[src/rtl/fcd_pkg.sv]
package fcd_pkg;

    localparam int          WORD_W   = 32;
    localparam logic [31:0] CRC_POLY = 32'h04C11DB7;
    localparam logic [31:0] CRC_SEED = 32'hFFFF_FFFF;

    typedef enum logic [2:0] {
        ST_IDLE,
        ST_CALC,
        ST_CHECK,
        ST_SEARCH,
        ST_REPORT
    } fcd_state_e;

    typedef enum logic [3:0] {
        EK_NONE   = 4'b0000,
        EK_SINGLE = 4'b0001,
        EK_DOUBLE = 4'b0010,
        EK_OTHER  = 4'b1111
    } err_kind_e;

    // Feed one 32-bit word into the CRC register, most significant bit first.
    function automatic logic [31:0] crc_shift_word(input logic [31:0] c_in,
                                                   input logic [31:0] d);
        logic [31:0] c;
        c = c_in;
        for (int i = 31; i >= 0; i--) begin
            if (c[31] ^ d[i]) begin
                c = {c[30:0], 1'b0} ^ CRC_POLY;
            end else begin
                c = {c[30:0], 1'b0};
            end
        end
        return c;
    endfunction

    // Multiply a syndrome by x modulo the generator: moves a fault one
    // position earlier in the frame.
    function automatic logic [31:0] syn_times_x(input logic [31:0] s);
        return s[31] ? ({s[30:0], 1'b0} ^ CRC_POLY) : {s[30:0], 1'b0};
    endfunction

endpackage

[src/rtl/fcd_crc_acc.sv]
module fcd_crc_acc
    import fcd_pkg::*;
(
    input  logic              clk,
    input  logic              rst_n,
    input  logic              load,
    input  logic              step,
    input  logic [WORD_W-1:0] data,
    output logic [31:0]       crc
);

    always_ff @(posedge clk or negedge rst_n) begin
        if (!rst_n) begin
            crc <= CRC_SEED;
        end else if (load) begin
            crc <= crc_shift_word(CRC_SEED, data);
        end else if (step) begin
            crc <= crc_shift_word(crc, data);
        end
    end

endmodule

[src/rtl/fcd_locator.sv]
module fcd_locator
    import fcd_pkg::*;
#(
    parameter int FRAME_BITS = 128,
    parameter int POS_W      = 7
) (
    input  logic             clk,
    input  logic             rst_n,
    input  logic             start,
    input  logic [31:0]      syndrome,
    output logic             done,
    output err_kind_e        kind,
    output logic [POS_W-1:0] pos
);

    localparam logic [POS_W-1:0] LAST_POS = POS_W'(FRAME_BITS - 1);

    logic             busy_q;
    logic [31:0]      syn_q;
    logic [31:0]      single_q;  // signature of a fault at pos_q
    logic [31:0]      later_q;   // signature of a fault at pos_q + 1
    logic [POS_W-1:0] pos_q;

    logic hit_single;
    logic hit_pair;
    logic at_front;

    always_comb begin
        hit_single = (syn_q == single_q);
        hit_pair   = (pos_q != LAST_POS) && (syn_q == (single_q ^ later_q));
        at_front   = (pos_q == '0);
    end

    always_ff @(posedge clk or negedge rst_n) begin
        if (!rst_n) begin
            busy_q   <= 1'b0;
            syn_q    <= '0;
            single_q <= '0;
            later_q  <= '0;
            pos_q    <= '0;
            done     <= 1'b0;
            kind     <= EK_NONE;
            pos      <= '0;
        end else begin
            done <= 1'b0;
            if (start) begin
                busy_q   <= 1'b1;
                syn_q    <= syndrome;
                single_q <= CRC_POLY;
                later_q  <= '0;
                pos_q    <= LAST_POS;
            end else if (busy_q) begin
                if (hit_single) begin
                    busy_q <= 1'b0;
                    done   <= 1'b1;
                    kind   <= EK_SINGLE;
                    pos    <= pos_q;
                end else if (hit_pair) begin
                    busy_q <= 1'b0;
                    done   <= 1'b1;
                    kind   <= EK_DOUBLE;
                    pos    <= pos_q;
                end else if (at_front) begin
                    busy_q <= 1'b0;
                    done   <= 1'b1;
                    kind   <= EK_OTHER;
                    pos    <= '0;
                end else begin
                    later_q  <= single_q;
                    single_q <= syn_times_x(single_q);
                    pos_q    <= pos_q - 1'b1;
                end
            end
        end
    end

endmodule

[src/rtl/fcd_flag_timer.sv]
module fcd_flag_timer #(
    parameter int MIN_LOW = 32,
    parameter int CNT_W   = 6
) (
    input  logic clk,
    input  logic rst_n,
    input  logic frame_go,
    input  logic mismatch,
    input  logic report_now,
    output logic err_flag,
    output logic low_done
);

    localparam logic [CNT_W-1:0] LOW_LIMIT = CNT_W'(MIN_LOW);

    logic [CNT_W-1:0] low_cnt_q;
    logic             pending_q;
    logic             raise;

    always_comb begin
        low_done = (low_cnt_q >= LOW_LIMIT);
        raise    = pending_q && (low_done || report_now);
    end

    always_ff @(posedge clk or negedge rst_n) begin
        if (!rst_n) begin
            low_cnt_q <= '0;
        end else if (frame_go) begin
            low_cnt_q <= CNT_W'(1);
        end else if (!low_done) begin
            low_cnt_q <= low_cnt_q + 1'b1;
        end
    end

    always_ff @(posedge clk or negedge rst_n) begin
        if (!rst_n) begin
            pending_q <= 1'b0;
            err_flag  <= 1'b0;
        end else if (frame_go) begin
            pending_q <= 1'b0;
            err_flag  <= 1'b0;
        end else if (raise) begin
            pending_q <= 1'b0;
            err_flag  <= 1'b1;
        end else if (mismatch) begin
            pending_q <= 1'b1;
        end
    end

endmodule

[src/rtl/frame_crc_detector.sv]
module frame_crc_detector
    import fcd_pkg::*;
#(
    parameter  int WORDS_PER_FRAME = 4,
    parameter  int MIN_LOW         = 32,
    parameter  int FIDX_W          = 8,
    localparam int FRAME_BITS      = WORDS_PER_FRAME * WORD_W,
    localparam int OFF_W           = $clog2(FRAME_BITS)
) (
    input  logic              clk,
    input  logic              rst_n,
    input  logic              enable,
    input  logic              frame_start,
    input  logic              word_valid,
    input  logic [WORD_W-1:0] word_data,
    input  logic [31:0]       crc_expect,
    output logic              err_flag,
    output logic              rec_valid,
    output logic [FIDX_W-1:0] rec_frame,
    output logic [OFF_W-1:0]  rec_offset,
    output logic [3:0]        rec_kind
);

    localparam int CNT_W    = $clog2(MIN_LOW + 1);
    localparam bit ONE_WORD = (WORDS_PER_FRAME == 1);

    fcd_state_e state_q;
    fcd_state_e state_d;

    logic              frame_go;
    logic              in_calc;
    logic              calc_word;
    logic              last_word;
    logic              capture_exp;
    logic              report_now;
    logic              mismatch;
    logic              low_done;
    logic [31:0]       crc_now;
    logic [31:0]       exp_q;
    logic [31:0]       syndrome;
    logic [FIDX_W-1:0] frame_cnt_q;
    logic [FIDX_W-1:0] cur_frame_q;
    logic              loc_done;
    err_kind_e         loc_kind;
    logic [OFF_W-1:0]  loc_pos;

    assign frame_go   = (state_q == ST_IDLE) && enable && word_valid && frame_start;
    assign in_calc    = (state_q == ST_CALC);
    assign calc_word  = in_calc && word_valid;
    assign report_now = (state_q == ST_REPORT);
    assign syndrome   = crc_now ^ exp_q;
    assign mismatch   = (state_q == ST_CHECK) && (syndrome != '0);

    generate
        if (ONE_WORD) begin : g_one_word
            assign last_word   = 1'b0;
            assign capture_exp = frame_go;
        end else begin : g_multi_word
            localparam int WCNT_W = $clog2(WORDS_PER_FRAME) + 1;
            logic [WCNT_W-1:0] wcnt_q;

            always_ff @(posedge clk or negedge rst_n) begin
                if (!rst_n) begin
                    wcnt_q <= '0;
                end else if (frame_go) begin
                    wcnt_q <= WCNT_W'(1);
                end else if (calc_word) begin
                    wcnt_q <= wcnt_q + 1'b1;
                end
            end

            assign last_word   = calc_word && (wcnt_q == WCNT_W'(WORDS_PER_FRAME - 1));
            assign capture_exp = last_word;
        end
    endgenerate

    fcd_crc_acc u_crc (
        .clk   (clk),
        .rst_n (rst_n),
        .load  (frame_go),
        .step  (calc_word),
        .data  (word_data),
        .crc   (crc_now)
    );

    fcd_locator #(
        .FRAME_BITS (FRAME_BITS),
        .POS_W      (OFF_W)
    ) u_locator (
        .clk      (clk),
        .rst_n    (rst_n),
        .start    (mismatch),
        .syndrome (syndrome),
        .done     (loc_done),
        .kind     (loc_kind),
        .pos      (loc_pos)
    );

    fcd_flag_timer #(
        .MIN_LOW (MIN_LOW),
        .CNT_W   (CNT_W)
    ) u_flag (
        .clk        (clk),
        .rst_n      (rst_n),
        .frame_go   (frame_go),
        .mismatch   (mismatch),
        .report_now (report_now),
        .err_flag   (err_flag),
        .low_done   (low_done)
    );

    // State register.
    always_ff @(posedge clk or negedge rst_n) begin
        if (!rst_n) begin
            state_q <= ST_IDLE;
        end else begin
            state_q <= state_d;
        end
    end

    // Transitions: accept, last word, clean, mismatch, located, written.
    always_comb begin
        state_d = state_q;
        unique case (state_q)
            ST_IDLE:   if (frame_go)  state_d = ONE_WORD ? ST_CHECK : ST_CALC;
            ST_CALC:   if (last_word) state_d = ST_CHECK;
            ST_CHECK:  state_d = (syndrome != '0) ? ST_SEARCH : ST_IDLE;
            ST_SEARCH: if (loc_done)  state_d = ST_REPORT;
            ST_REPORT: state_d = ST_IDLE;
            default:   state_d = ST_IDLE;
        endcase
    end

    // Outputs and frame bookkeeping.
    always_ff @(posedge clk or negedge rst_n) begin
        if (!rst_n) begin
            exp_q       <= '0;
            frame_cnt_q <= '0;
            cur_frame_q <= '0;
            rec_valid   <= 1'b0;
            rec_frame   <= '0;
            rec_offset  <= '0;
            rec_kind    <= EK_NONE;
        end else begin
            rec_valid <= 1'b0;
            if (frame_go) begin
                cur_frame_q <= frame_cnt_q;
                frame_cnt_q <= frame_cnt_q + 1'b1;
            end
            if (capture_exp) begin
                exp_q <= crc_expect;
            end
            if (report_now) begin
                rec_valid  <= 1'b1;
                rec_frame  <= cur_frame_q;
                rec_offset <= loc_pos;
                rec_kind   <= loc_kind;
            end
        end
    end

endmodule

[config.mk]
export PLATFORM = sky130hd
export DESIGN_NAME = frame_crc_detector
export DESIGN_NICKNAME = d
export VERILOG_FILES = /design/src/rtl/fcd_pkg.sv /design/src/rtl/fcd_crc_acc.sv /design/src/rtl/fcd_locator.sv /design/src/rtl/fcd_flag_timer.sv /design/src/rtl/frame_crc_detector.sv
export SDC_FILE = /design/constraint.sdc
export NUM_CORES = 1
export LEC_CHECK = 0
export BUFFER_PORTS_ARGS = -buffer_cell sky130_fd_sc_hd__buf_4
export CORE_ASPECT_RATIO = 1.2
export CORE_UTILIZATION = 55
export CTS_CLUSTER_DIAMETER = 150
export CTS_CLUSTER_SIZE = 10
export DETAILED_ROUTE_END_ITERATION = 8
export PLACE_DENSITY = 0.76
export SLEW_MARGIN = 20
export SYNTH_ARGS = -nofsm -noshare
export SYNTH_HDL_FRONTEND = slang
export SYNTH_SLANG_ARGS = --single-unit
[constraint.sdc]
create_clock -name clk -period 3.5 [get_ports clk]
set_input_delay 0.7 -clock clk [delete_from_list [all_inputs] [get_ports clk]]
set_output_delay 0.7 -clock clk [all_outputs]
set_load 0.005 [all_outputs]
Word-level counts from Yosys, hierarchy flattened
Index checks and enable logic that the tools add are counted.
- logic and storage cells: 397
- register bits: 230
- add/sub/neg operators: 4
- equal/unequal tests: 15
- order comparisons: 1
- reduce and logical (&&, ||, !) cells: 20
- muxes and demuxes: 206
- bitwise logic cells: 130
- operators by type and width (kind ; count):
    32-bit 2-to-1 mux ; 105
    27-bit 2-to-1 mux ; 65
    14-bit NOT ; 64
    32-bit == test ; 2
    32-bit bitwise XOR ; 2
    1-bit bitwise XOR ; 63
    7-bit 2-to-1 mux ; 8
    32-bit nonzero test ; 1
    1-bit 2-to-1 mux ; 16
    3-bit 2-to-1 mux ; 5
    4-bit 2-to-1 mux ; 3
    6-bit 2-to-1 mux ; 2
    3-bit one-hot mux with 4 select lines ; 1
    2-bit != test (second input constant) ; 5
    3-bit by 2-bit == test with 1-bit output (second input constant) ; 3
    8-bit by 1-bit adder with 8-bit output (second input constant) ; 1
    1-bit logical AND ; 8
    7-bit zero test ; 1
    7-bit != test (second input constant) ; 1
    7-bit by 1-bit subtractor with 7-bit output (second input constant) ; 1
    6-bit by 1-bit adder with 6-bit output (second input constant) ; 1
    6-bit >= comparator (second input constant) ; 1
    3-bit AND reduction ; 2
    2-bit nonzero test ; 3
    10 further kinds ; 12

Logic depth before layout (Yosys ltp)
Gate-level depths: netlist of the first run.
- word-level depth: 129
- depth in mapped cells: 12
- gate-level depth less buffers: 11

By module
A second synthesis of the first run with hierarchy kept.
- cell total of the unflattened synthesis: 1380
- area total of the unflattened synthesis: 16595.9 sq um
- by module, submodules not included (module ; cells each ; area an instance (sq um) ; times used):
    fcd_crc_acc ; 634 ; 7531.0 ; 1
    fcd_locator ; 459 ; 5300.1 ; 1
    frame_crc_detector ; 249 ; 3369.5 ; 1
    fcd_flag_timer ; 38 ; 395.4 ; 1

Least setup slack after synthesis of the first run
Ideal clock, no wire load.
- path type: input to register
- from: in word_data[28]
- to: reg u_crc.crc[25]
- arrival: 3.975 ns
- path slack: -0.546 ns
- cell stages on the path: 11
- cell sequence: buf_4 > xnor2_4 > xnor3_2 > xor2_4 > xnor3_1 > xnor3_2 > xnor3_1 > xor2_1 > xor2_1 > a211o_1 > o21ai_1
- cells in the longest elaborated chain, start to end: 93
- elaborated cells between the ends (all ways): 200
- ends and longest elaborated chain (what ; line ; RTL):
    start, declared ; frame_crc_detector.sv:15 ; input logic [WORD_W-1:0] word_data,
    1-bit bitwise XOR ; fcd_pkg.sv:28 ; if (c[31] ^ d[i]) begin
    27-bit 2-to-1 mux ; fcd_pkg.sv:28 ;
    32-bit 2-to-1 mux ; fcd_crc_acc.sv:17 ; end else if (step) begin
    32-bit 2-to-1 mux ; fcd_crc_acc.sv:15 ; end else if (load) begin
    14-bit NOT (no line) ; -- ;
    27-bit 2-to-1 mux ; fcd_pkg.sv:28 ;
    32-bit 2-to-1 mux ; fcd_crc_acc.sv:17 ;
    32-bit 2-to-1 mux ; fcd_crc_acc.sv:15 ;
    (+77 left out) ; -- ;
    32-bit 2-to-1 mux ; fcd_crc_acc.sv:17 ;
    32-bit 2-to-1 mux ; fcd_crc_acc.sv:15 ;
    27-bit 2-to-1 mux ; fcd_pkg.sv:28 ;
    32-bit 2-to-1 mux ; fcd_crc_acc.sv:17 ;
    32-bit 2-to-1 mux ; fcd_crc_acc.sv:15 ;
    27-bit 2-to-1 mux ; fcd_pkg.sv:28 ;
    32-bit 2-to-1 mux ; fcd_crc_acc.sv:17 ;
    32-bit 2-to-1 mux * ; fcd_crc_acc.sv:15 ;
    end signal, assigned ; fcd_crc_acc.sv:16 ; crc <= crc_shift_word(CRC_SEED, data);
    end signal, assigned ; fcd_crc_acc.sv:18 ; crc <= crc_shift_word(crc, data);
    end, declared ; fcd_crc_acc.sv:9 ; output logic [31:0] crc
Every way passes the cells marked *; elsewhere a longest branch is shown, timed or not. The select of a mux whose other input is x is not followed.
A chain may end at the register's enable or synchronous reset.

Final worst setup path of the first run
- from: reg u_crc.crc[30]
- to: reg u_crc.crc[25]
- cells in the longest elaborated chain, start to end: 103
- elaborated cells between the ends (all ways): 130
- ends and longest elaborated chain (what ; line):
    32-bit 2-to-1 mux * ; fcd_crc_acc.sv:17
    32-bit 2-to-1 mux * ; fcd_crc_acc.sv:15
    1-bit bitwise XOR * ; fcd_pkg.sv:28
    27-bit 2-to-1 mux * ; fcd_pkg.sv:28
    32-bit 2-to-1 mux * ; fcd_crc_acc.sv:17
    32-bit 2-to-1 mux * ; fcd_crc_acc.sv:15
    32-bit 2-to-1 mux * ; fcd_crc_acc.sv:17
    32-bit 2-to-1 mux * ; fcd_crc_acc.sv:15
    (+87 left out) ; --
    32-bit 2-to-1 mux * ; fcd_crc_acc.sv:17
    32-bit 2-to-1 mux * ; fcd_crc_acc.sv:15
    27-bit 2-to-1 mux * ; fcd_pkg.sv:28
    32-bit 2-to-1 mux * ; fcd_crc_acc.sv:17
    32-bit 2-to-1 mux * ; fcd_crc_acc.sv:15
    27-bit 2-to-1 mux * ; fcd_pkg.sv:28
    32-bit 2-to-1 mux * ; fcd_crc_acc.sv:17
    32-bit 2-to-1 mux * ; fcd_crc_acc.sv:15
Marks and branches as above.

==> impl_summary.md, run 1 <==
Clock network
Clock latency on the worst-skew pair, taken at its later pin, is 510 ps. Clock tree synthesis selected as its root buffer the cell clkbuf_16. The number of H-tree levels is 1.

Clock-pin slew was measured on the worst setup and hold paths at 60 ps. The hold buffer count at CTS is 0. The CTS sink count is 210. The clock tree buffer depth is 3.

The TritonCTS buffer count is 24. TritonCTS built the clock tree.

Floorplan
The die covers 29440 um^2. The core region is 28080 um^2. The effective utilization at floorplan is 0.5631. The height of the chip is 187.8 um. The total number of placement rows is 67. The horizontal die dimension is 156.8 um. The number of top-level pins is 90.

Global routing
After global routing the overflow that remains totals 0. The total global-route track usage is 0.3015. The first global-routing pass estimated 66.41 mm of wire.

After global routing, the most crowded layer is met2. The fraction of met2 tracks used by global routing is 0.5501. The number of global-route vias before repair is 11.87k. The met1 capacity usage during global routing is 0.3526. For met3 alone, demand over resource in global routing was 0.02519.

The initial antenna violation count came to 0. Entering global routing, the biggest net connects 92 pins.

Layout
The relative area change from synthesis to final layout is 28.52%. The final layout contains 1798 nets. The number of diodes added for antenna fixing is 0. In the layout the commonest cells are xnor2_1 (348), buf_4 (345), dfrtp_1 (178). The filler cell count in the final layout is 1998.

The library cell used most frequently in the layout, excluding fill and tap cells, is xnor2_1. The share of cells above drive strength 1 is 0.3565.

Placed design
The worst setup slack after placement is -454.6 ps. The placer's final routability congestion estimate is 0.9647. The number of port buffers is 89. After legalization and detailed placement, the total HPWL measured 34.39 mm.

Timing
The count of endpoints failing hold in the final timing report is 0. Dividing the final minimum period by the clock period gives 1.002. The number of pins exceeding their max-slew limit in the final report is 0. At the pin with the least slew margin, the transition time is 929.3 ps.

The time the worst path needs with I/O delays and setup is 3505 ps. Static timing analysis puts the maximum clock frequency at 285.3 MHz. After layout, the worst setup slack is -5.296 ps. Setup violations remaining at the end of the flow were counted as 1. The worst clock skew is 12.38 ps. Setup repair after global routing could not meet its margin everywhere. The smallest hold slack is 203.2 ps.

In this run the tightest slew margin relative to its limit is 0.3778.

Critical path
The critical setup path kind is reg2reg. The kind of cell with the highest combined delay along the critical path is XOR/XNOR gates. Among all stages on the critical path, the largest delay is contributed by dfstp_2. For flop-to-flop paths, the worst setup slack is -5 ps. The largest single stage delay on the critical path is 610 ps. The launching instance or port of the critical path is u_crc.crc[30]. The peak fanout along the critical path is 4. The critical path endpoint category is a register. The startpoint identified for the worst register-to-register timing path is u_crc.crc[30].

Counting cells, the worst reg-to-reg path comes to 13. The data required time at the worst endpoint is 3950 ps. The reg-to-reg endpoint is u_crc.crc[25]. The kind of start point of the critical path is a register. The critical path data arrival time is 3950 ps.

The count of buffer and inverter cells on the critical path is 3. The signal on the critical path passes through xnor2_4, buf_12, xor2_4, buf_12, xor2_4, xnor3_2, xnor2_4, buf_6, xnor3_2, xor2_2, xor2_1, a211o_1, o21ai_1.

Synth
The post-synthesis sequential element count is 210. Yosys mapped the design onto 51 distinct sky130hd cell types. The number of enable-type register cells in the synthesized netlist is 0.

During synthesis, Yosys emitted a total of 0 warnings. The share of synthesized registers carrying an async set or reset is 1.000. When the netlist entered floorplanning its net count stood at 1474.

The synthesized area per cell is 11.32 um^2. The synthesized cell area is 15810 um^2. The synthesized instance count is 1397. The dominant synthesized flop cell is dfrtp_1. For this run, the register share of the synthesized area comes to 0.3348.

Detailed routing
Dividing the detail-routed wire length by the instance count gives 20.45 um. Once detail routing completed, the nets flagged for antenna violations numbered 0. The count of unresolved DRC violations after routing is 0. The total length of routed wires is 43.32 mm.

Dividing the detail-routed via count by the number of cells gives 5.332. The via count of the routed design is 11.29k. The number of DRC markers after the initial detailed-route iteration is 704.

The first detailed-routing pass ran for 5 iterations.

Status
The checks that failed: negative setup slack. The flow ran to the end, but the final reports show violations.

Worst hold path
The worst min-delay path category is in2async.

Flow run
The number of maximum-capacitance violations is 0.
-- cells in the mapped netlist (6+ instances only) --
master,n,share of area
xnor2_2,33,0.034
a21oi_1,10,0.0032
xor2_2,8,0.0082
mux2_2,52,0.037
nor4_1,11,0.0044
buf_4,11,0.0052
xnor3_2,9,0.014
o21ai_0,49,0.016
xnor3_1,60,0.085
o211ai_1,16,0.0076
inv_1,9,0.0021
a22o_1,7,0.0039
mux2i_1,35,0.022
nand2_1,108,0.026
xnor2_4,10,0.017
clkbuf_1,52,0.012
dfrtp_1,178,0.28
nand3_1,17,0.0054
xor3_1,9,0.014
o22ai_1,6,0.0024
a211o_1,6,0.0033
nor2_1,67,0.016
and3_1,7,0.0028
xor2_4,6,0.010
xor2_1,104,0.058
ha_1,8,0.0063
nand4_1,20,0.0079
a22oi_1,7,0.0033
buf_2,6,0.0019
a211oi_1,7,0.0033
dfstp_2,32,0.053
o21ai_1,13,0.0041
xnor2_1,378,0.21
or3_1,8,0.0032
-- cell type report --
| class | instances | area (um^2) | share of cell area |
|---|---|---|---|
| multi-input combinational | 1104 | 10800 | 0.5314 |
| sequential | 210 | 5295 | 0.2605 |
| timing repair buffer | 372 | 3024 | 0.1488 |
| clock buffer | 44 | 696.9 | 0.03429 |
| tap | 379 | 474.2 | 0.02333 |
| inverter | 9 | 33.78 | 0.001662 |
-- registers in the layout, indices dropped and copies added, names as in the netlist, 6 cells and up --
signal,cells
u_locator.pos_q,7
u_locator.single_q,14
rec_frame,8
u_locator.syn_q,32
u_crc.crc,32
frame_cnt_q,8
cur_frame_q,8
u_locator.pos,7
exp_q,32
u_locator.later_q,32
u_flag.low_cnt_q,6
rec_offset,7
-- worst max-delay path by stage --
stage               slack (ps)            end  cells after the start
floorplan                 -290  u_crc.crc[25]                     11
global placement          -400   u_crc.crc[8]                     11
detailed placement        -450   u_crc.crc[8]                     11
CTS                        -80  u_crc.crc[25]                     11
global route              -160  u_crc.crc[25]                     13
finish                      -5  u_crc.crc[25]                     13
-- per-stage QoR --
step / instance area (um^2) / TNS [ps] / util / cells
after floorplan: 16200 / -2427 / - / 1397
after global placement: 19160 / -8050 / 0.6822 / 2058
after detailed placement: 19160 / -9957 / 0.6822 / 2058
after CTS: 20110 / -246.5 / 0.7162 / 2108
after global routing: 20320 / -1361 / 0.7237 / 2118
final: 20320 / -5.296 / 0.7237 / 2118
-- routing by layer --
metal / share of wire / vias up
met1: 0.39 / 5579
met2: 0.52 / 321
li1: - / 5280
met4: 0.054 / 0
met5: 0 / -
met3: 0.038 / 114
-- kinds of logic (layout without fill, tap and decap cells) --
logic type	count (synthesis)	count (layout)	share of synthesized area
adder cells (fa/ha/maj)	8	8	0.006330
AND/OR/NAND/NOR	259	259	0.07358
XOR/XNOR	618	618	0.4511
buffers and inverters	83	425	0.02279
AO/OA/AOI/OAI	132	132	0.05222
multiplexers	87	87	0.05918
flip-flops	210	210	0.3348
-- worst register-to-register path, stage by stage, from the launching register on --
cell and delay [ps]:
dfstp_2 610, xnor2_4 150, buf_12 140, xor2_4 230, buf_12 140, xor2_4 160, xnor3_2 520, xnor2_4 270
buf_6 150, xnor3_2 400, xor2_2 190, xor2_1 150, a211o_1 250, o21ai_1 70
-- repair_timing --
action / CTS / global route
setup buffers: 6 / 10
gates resized for setup: 34 / 22
gates cloned: 0 / 0
endpoints found under the setup margin: 29 / 27
pin swaps: 11 / 13
Power of run 1 is not shown: default switching activity piles up to over one toggle a cycle in this logic, so the estimate is an artifact.
==> run 2: changes to the inputs <==
Settings changed: SKIP_LAST_GASP from default to 1.
==> run 2 against run 1 <==
Effect of this change: the run still ends with negative setup slack left; hold slack barely moved; die area is the same; core utilization is 0.54 points higher; non-clock buffer count rose by 7; fmax fell by 1.2%; wire length is 1.7% higher; clock skew is 0.71 ps lower; worst setup slack got worse by 42 ps; largest cell class unchanged.
==> impl_summary.md, run 2 (synthesis results as in run 1) <==
Floorplan
The number of top-level pins is 90 (unchanged). The effective utilization at floorplan came to 0.5631 (unchanged). The area enclosed by the die boundary is 29440 um^2 (unchanged). The area of the core came to 28080 um^2 (unchanged). The height of the chip is 187.8 um (unchanged). The total number of placement rows was 67 (unchanged).

The horizontal die dimension is 156.8 um (unchanged).

Status
The run finished, with violations left. The checks that failed: negative setup slack.

Clock network
The clock tree buffer depth is 3 (unchanged). The clock transition at the registers of the reported paths is 60 ps (about the same). The clock latency at the later pin of the worst-skew pair is 510 ps (about the same). The number of H-tree levels is 1 (unchanged). The CTS tree is done. The TritonCTS buffer count is 24 (unchanged). The tree is rooted in a clkbuf_16.

The CTS sink count was 210 (unchanged).

Critical path
The most critical setup path has its startpoint at u_crc.crc[31]. The startpoint of the lowest-slack register-to-register path is u_crc.crc[31]. The worst setup path is launched from a register. The worst reg-to-reg setup slack is -50 ps (-40 ps).

The data required time at the worst endpoint came to 3950 ps (about the same). The critical setup path kind is reg2reg. The critical path endpoint category is a register. The critical path data arrival time is 4000 ps (+50 ps).

The reg-to-reg endpoint is u_crc.crc[11]. The peak fanout along the critical path was 4 (unchanged). The length in cells of the worst reg-to-reg path is 11 (-2).

Timing
The transition time at the pin with the least slew margin was 925.5 ps (-3.738 ps). Setup repair after global routing could not meet its margin everywhere. The number of endpoints failing setup at the final stage is 5 (+4). The post-route clock period utilization is 1.013 (+0.01190).

The achievable clock frequency is 281.9 MHz (-1.2%). The time the worst path needs with I/O delays and setup was 3547 ps (+41.64 ps). The worst clock skew is 11.67 ps (-0.7070 ps). The relative slew slack is 0.3803 (+0.002503). The count of endpoints failing hold in the final timing report is 0 (unchanged). The number of pins exceeding their max-slew limit in the final report is 0 (unchanged). The worst setup margin is -46.94 ps (-41.64 ps).

Placed design
The number of port buffers is 89 (unchanged). The placer's final routability congestion estimate is 0.9647 (unchanged). The HPWL after detailed placement is 34.39 mm (unchanged). The post-detailed-placement cell area is 19160 um^2 (unchanged).

Detailed routing
The total length of routed wires is 44.04 mm (+1.7%). The post-detailed-route via-to-cell ratio came to 5.372 (+0.74%). The number of detailed-route iterations in the first pass came to 7 (+2). The via count of the routed design came to 11.42k (+1.1%). The count of unresolved DRC violations after routing is 0 (unchanged).

The number of DRC markers after the initial detailed-route iteration is 682 (-3.1%). The detail-routed net length per standard cell is 20.72 um (+1.3%). The number of routed nets with antenna violations is 0 (unchanged).

Flow run
The number of maximum-capacitance violations is 0 (unchanged).

Layout
The filler cell count in the final layout is 1973 (-1.3%). In the layout the commonest cells are buf_4 (352), xnor2_1 (341), dfrtp_1 (178). The final core utilization is 0.7291 (+0.005391). The number of diodes added for antenna fixing is 0 (unchanged). The library cell used most frequently in the layout, excluding fill and tap cells, is buf_4. From synthesis to final layout, the design area changed by 29.48%.

The cell area after layout is 20480 um^2 (+0.74%). The share of cells above drive strength 1 is 0.3654 (+0.008880). The number of nets in the final layout came to 1805 (+0.39%).

Worst hold path
The path class of the tightest hold or removal check is in2async.

Global routing
The number of global-route vias before repair is 11.87k (-0.034%). The wire length of the first global-routing pass is 66.41 mm (unchanged). The initial antenna violation count is 0 (unchanged). The leftover overflow at the end of global routing was 0 (unchanged). The total global-route track usage is 0.3015 (about the same).

The pin count of the biggest net entering global routing is 92 (unchanged).
## run 2: per-stage QoR
stage	hold WS [ps]	instances	TNS, ps	setup WS (ps)
3_5_place_dp	461.8	2058	-9957	-454.6
5_1_grt	263.5	2125	-2033	-150.1
2_1_floorplan	404.4	1397	-2427	-294.1
4_1_cts	240.2	2108	-320.7	-83.37
3_3_place_gp	452.6	2058	-8050	-402.3
6_report	203.3	2125	-121.3	-46.94
## run 2: how the worst max path moves through the flow
stage               depth (start not counted)            end
floorplan                                  11  u_crc.crc[25]
global placement                           11   u_crc.crc[8]
detailed placement                         11   u_crc.crc[8]
CTS                                        13  u_crc.crc[25]
global route                               11  u_crc.crc[11]
finish                                     11  u_crc.crc[11]
## run 2: cell type report
cell class              count  area [um^2]  share of cell area
flip-flops and latches    210         5295              0.2586
repair buffers            379         3077              0.1503
inverters                   9        33.78            0.001650
well taps                 379        474.2             0.02316
multi-input cells        1104        10900              0.5323
clock buffers              44        696.9             0.03404
## run 2: repair_timing
item | in CTS | in global routing
hold buffers | 0 | 0
gates resized for setup | 31 | 38
endpoints found under the setup margin | 29 | 28
endpoints found under the hold margin | 0 | 0
pin swaps | 8 | 23
setup buffers | 6 | 18
## run 2: critical path, cell delays in order, from the launching register on
cell	delay, ps
dfstp_2	590
buf_8	150
xnor2_4	160
xnor3_2	510
xnor2_2	240
xor3_2	560
xor2_1	260
xnor2_1	130
xnor2_1	330
xor2_1	240
xnor2_1	170
a21o_1	140
## run 2: metal layers
| layer | part of all wire | up-vias | global-route usage |
|---|---|---|---|
| met4 | 0.057 | 0 | 0.1448 |
| met1 | 0.38 | 5601 | 0.3525 |
| li1 | - | 5309 | - |
| met5 | 0 | - | 0 |
| met2 | 0.52 | 378 | 0.5503 |
| met3 | 0.043 | 127 | 0.02519 |
Power of run 2 is left out for the same reason.
==> run 3: changes to the inputs <==
Settings changed: ABC_AREA from default to 1, PLACE_DENSITY 0.76 to 0.75.
==> run 3 against run 2 <==
Effect of this change: the run now ends clean; clock-buffer cell count did not move; global-route usage grew 9.1 points; core utilization is 1.5 points lower; critical path depth is 12 higher; hold slack gained 100 ps; highest routed layer unchanged; synthesized area grew 18%; critical path type unchanged.
==> impl_summary.md, run 3 <==
Global routing
The number of global-route vias before repair is 19.12k (+61%). The total global-route track usage is 0.3925 (+0.09096). The initial antenna violation count is 0 (unchanged).

The pin count of the biggest net entering global routing is 101 (+9.8%). The wire length of the first global-routing pass was 103.3 mm (+56%). The leftover overflow at the end of global routing is 0 (unchanged).

Synth
The share of synthesized cell area in and, or, nand and nor gates is 0.3719 (+0.2984). The area share of fa/ha/maj cells after synthesis came to 0.005347 (-0.0009827). The fraction of synthesized area in multiplexers came to 0.01925 (-0.03993). The area fraction in compound gates after synthesis came to 0.06503 (+0.01281). Sorting the synthesized cells by area gives the leading types as dfrtp_1 (24%), nand2_1 (19%), xor2_1 (12%). The number of distinct standard cells referenced by the synthesized netlist is 52 (+2.0%). Ranked by instance count, the synthesized netlist is headed by nand2_1 (925), inv_1 (273), xor2_1 (264).

The dominant synthesized flop cell is dfrtp_1. The area share of the largest cell type after synthesis is 0.2379 (-0.04373). The share of synthesized registers carrying an async set or reset is 1.000 (unchanged).

The synthesized cell area was 18720 um^2 (+18%). The post-synthesis sequential element count is 210 (unchanged). The synthesized area per cell is 6.885 um^2 (-39%). The post-synthesis share of cell area spent on xor and xnor gates came to 0.1733 (-0.2778). The synthesized instance count is 2719 (+95%).

By area, the combinational part of the netlist is dominated by simple AND/OR/NAND/NOR gates. The number of enable-type register cells in the synthesized netlist is 0 (unchanged). The net count of the mapped netlist was 2796 (+90%). The count of yosys warnings during synthesis came to 0 (unchanged). Summed over all instances, the cell type with the most area after synthesis is dfrtp_1. The most common cell in the synthesized netlist is nand2_1. The share of the yosys chip area belonging to registers is 0.2828 (-0.05199).

Critical path
The critical path data arrival time is 3890 ps (-110 ps). The cell repeated most along the worst path is nand2_1. The critical path endpoint category is a register. Among all stages on the critical path, the largest delay is contributed by dfstp_2. The largest stage delay on the critical path is 630 ps (+40 ps).

The peak fanout along the critical path is 9 (+5). Walking the worst path, the cells encountered are inv_2, nand2_4, nand2_4, nand2_2, nand2_4, buf_4, xor2_1, xor2_4, inv_1, nand2_2, nand2_1, nand3b_1, nand2_1, nand3_2, nand2_4, nand2_1, nand2_2, nand2_2, nand2_1, nand2_1, nand2_1, nand2_1, a21oi_1. The kind of start point of the critical path is a register. The length in cells of the worst reg-to-reg path was 23 (+12). The data required time at the worst endpoint is 3950 ps (about the same). The critical setup path kind is reg2reg.

Floorplan
The horizontal die dimension was 170.4 um (+8.7%). The effective utilization at floorplan came to 0.5615 (-0.001579). The number of top-level pins is 90 (unchanged). The area enclosed by the die boundary is 34780 um^2 (+18%).

The height of the chip is 204.1 um (+8.7%). The area of the core is 33340 um^2 (+19%). The total number of placement rows is 73 (+9.0%).

Timing
The number of pins exceeding their max-slew limit in the final report is 0 (unchanged). Setup repair after global routing could not meet its margin everywhere. The smallest hold slack came to 305.4 ps (+102.0 ps). The transition time at the pin with the least slew margin is 1063 ps (+137.8 ps). The relative slew slack was 0.2894 (-0.09085). The worst clock skew is 31.50 ps (+19.83 ps). The achievable clock frequency is 291.1 MHz (+3.2%).

The count of endpoints failing hold in the final timing report is 0 (unchanged). The number of endpoints failing setup at the final stage came to 0 (-5). The post-route clock period utilization is 0.9816 (-0.03179).

The time the worst path needs with I/O delays and setup is 3436 ps (-111.3 ps).

Power and ir drop
Of the total power, the share spent switching nets is 0.4684. Summed over all cells, the static leakage comes to 13.21 nW. The net switching power is 6.783 mW. Of the total power, combinational logic draws 0.673.

The highest ir drop seen on vdd is 0.4132 mV. The internal power contribution is 7.698 mW. The portion of total power attributed to the clock network is 0.159. The fraction of power consumed by sequential logic is 0.168.

The cell area power density is 608.4 nW/um^2.

Flow run
The number of maximum-capacitance violations is 0 (unchanged).

Layout
The final core utilization is 0.7139 (-0.01525). In the layout the commonest cells are nand2_1 (871), buf_4 (451), inv_1 (265). The relative area change from synthesis to final layout is 27.13%. The most frequent standard cell in the layout excluding fill and tap cells is nand2_1.

The number of nets in the final layout came to 3230 (+79%). The final non-filler cell total is 3621 (+70%). The number of diodes added for antenna fixing is 0 (unchanged). The share of cells above drive strength 1 is 0.2911 (-0.07433).

Clock network
The clock root buffer is clkbuf_16. The number of H-tree levels is 1 (unchanged). The clock tree buffer depth is 3 (unchanged). The clock latency at the later pin of the worst-skew pair came to 540 ps (+30 ps).

The CTS tree is done. The hold buffer count at CTS is 0 (unchanged). The TritonCTS buffer count is 24 (unchanged). The CTS sink count is 210 (unchanged). The clock transition at the registers of the reported paths came to 60 ps (about the same).

Worst hold path
In this run the worst hold path is classified as in2async.

Status
The run finished with clean final reports.

Detailed routing
The number of routed nets with antenna violations is 0 (unchanged). The via count of the routed design came to 19.58k (+72%). The post-detailed-route via-to-cell ratio is 5.407 (+0.65%). The number of detailed-route iterations in the first pass is 6 (-1).

The count of unresolved DRC violations after routing is 0 (unchanged). The number of DRC markers after the initial detailed-route iteration came to 1526 (+120%). The total length of routed wires is 68.34 mm (+55%). The detail-routed net length per standard cell came to 18.87 um (-8.9%).

Placed design
The HPWL after detailed placement came to 54.97 mm (+60%). The placer's final routability congestion estimate came to 1.064 (+10%). The placed cell count came to 3558 (+73%). The number of port buffers is 89 (unchanged).
-- run 3: power groups by stage --
stage               Sequential (mW)  Clock (mW)  Combinational, mW
finish                         2.43        2.30               9.75
floorplan                      2.47           0               5.60
global route                   2.43        2.41               10.6
CTS                            2.43        2.31               9.17
global placement               2.47           0               9.02
detailed placement             2.47           0               9.13
-- run 3: critical path: cells and delay by family (launching register included) --
family                    cells  cell delay, ps
xor gates and xnor gates      2             560
and+or+nand+nor              17            1690
DFF                           1             630
buffers and inverters         3             320
AOI/OAI and AO/OA             1             160
-- run 3: layout make-up --
class                      instances  area [um^2]
fill                            2792         9539
multi-input combinational       2128        12400
tap                              450        563.0
inverter                         327         1255
clock buffer                      44        696.9
sequential                       210         5295
timing repair buffer             462         3591
-- run 3: path summary, 6_finish.rpt --
kind | from | endpoint | slack [ps]
min reg2reg | g_multi_word.wcnt_q[0] | g_multi_word.wcnt_q[0] | 490
min in group clk | crc_expect[19] | exp_q[19] | 420
max in group asynchronous | rst_n | u_crc.crc[15] | 2240
max | u_crc.crc[31] | u_crc.crc[4] | 60
min | rst_n | u_locator.later_q[22] | 310
max reg2reg | u_crc.crc[31] | u_crc.crc[4] | 60
-- run 3: per-stage QoR --
step | area, um^2 | worst slack (ps) | total power, mW | setup TNS, ps
final | 23800 | 64.34 | 14.48 | 0
after global routing | 23800 | -82.46 | 15.44 | -763.4
after CTS | 23150 | 4.588 | 13.92 | 0
after detailed placement | 22440 | -340.0 | 11.61 | -5650
after global placement | 22440 | -267.0 | 11.49 | -4579
after floorplan | 18720 | 449.2 | 8.071 | 0
-- run 3: what timing repair did --
item	4_1_cts	5_1_grt
gates resized for setup	0	124
setup endpoints to repair	1	31
cloned	0	1
buffers inserted	1	17
pin swaps	1	49
-- run 3: cells by family after synthesis --
family | after synthesis
xor gates and xnor gates | 358
buffers and inverters | 382
muxes | 32
adders and majority gates | 8
AOI/OAI and AO/OA | 226
and+or+nand+nor | 1503
DFF | 210
-- run 3: layer usage --
metal	track usage	vias up	wire length [um]
li1	-	9374	-
met5	0	-	0
met3	0.03737	252	3703
met2	0.7077	769	33930
met4	0.2844	0	5554
met1	0.4277	9183	25150
Power figures use the tool's default switching activity.
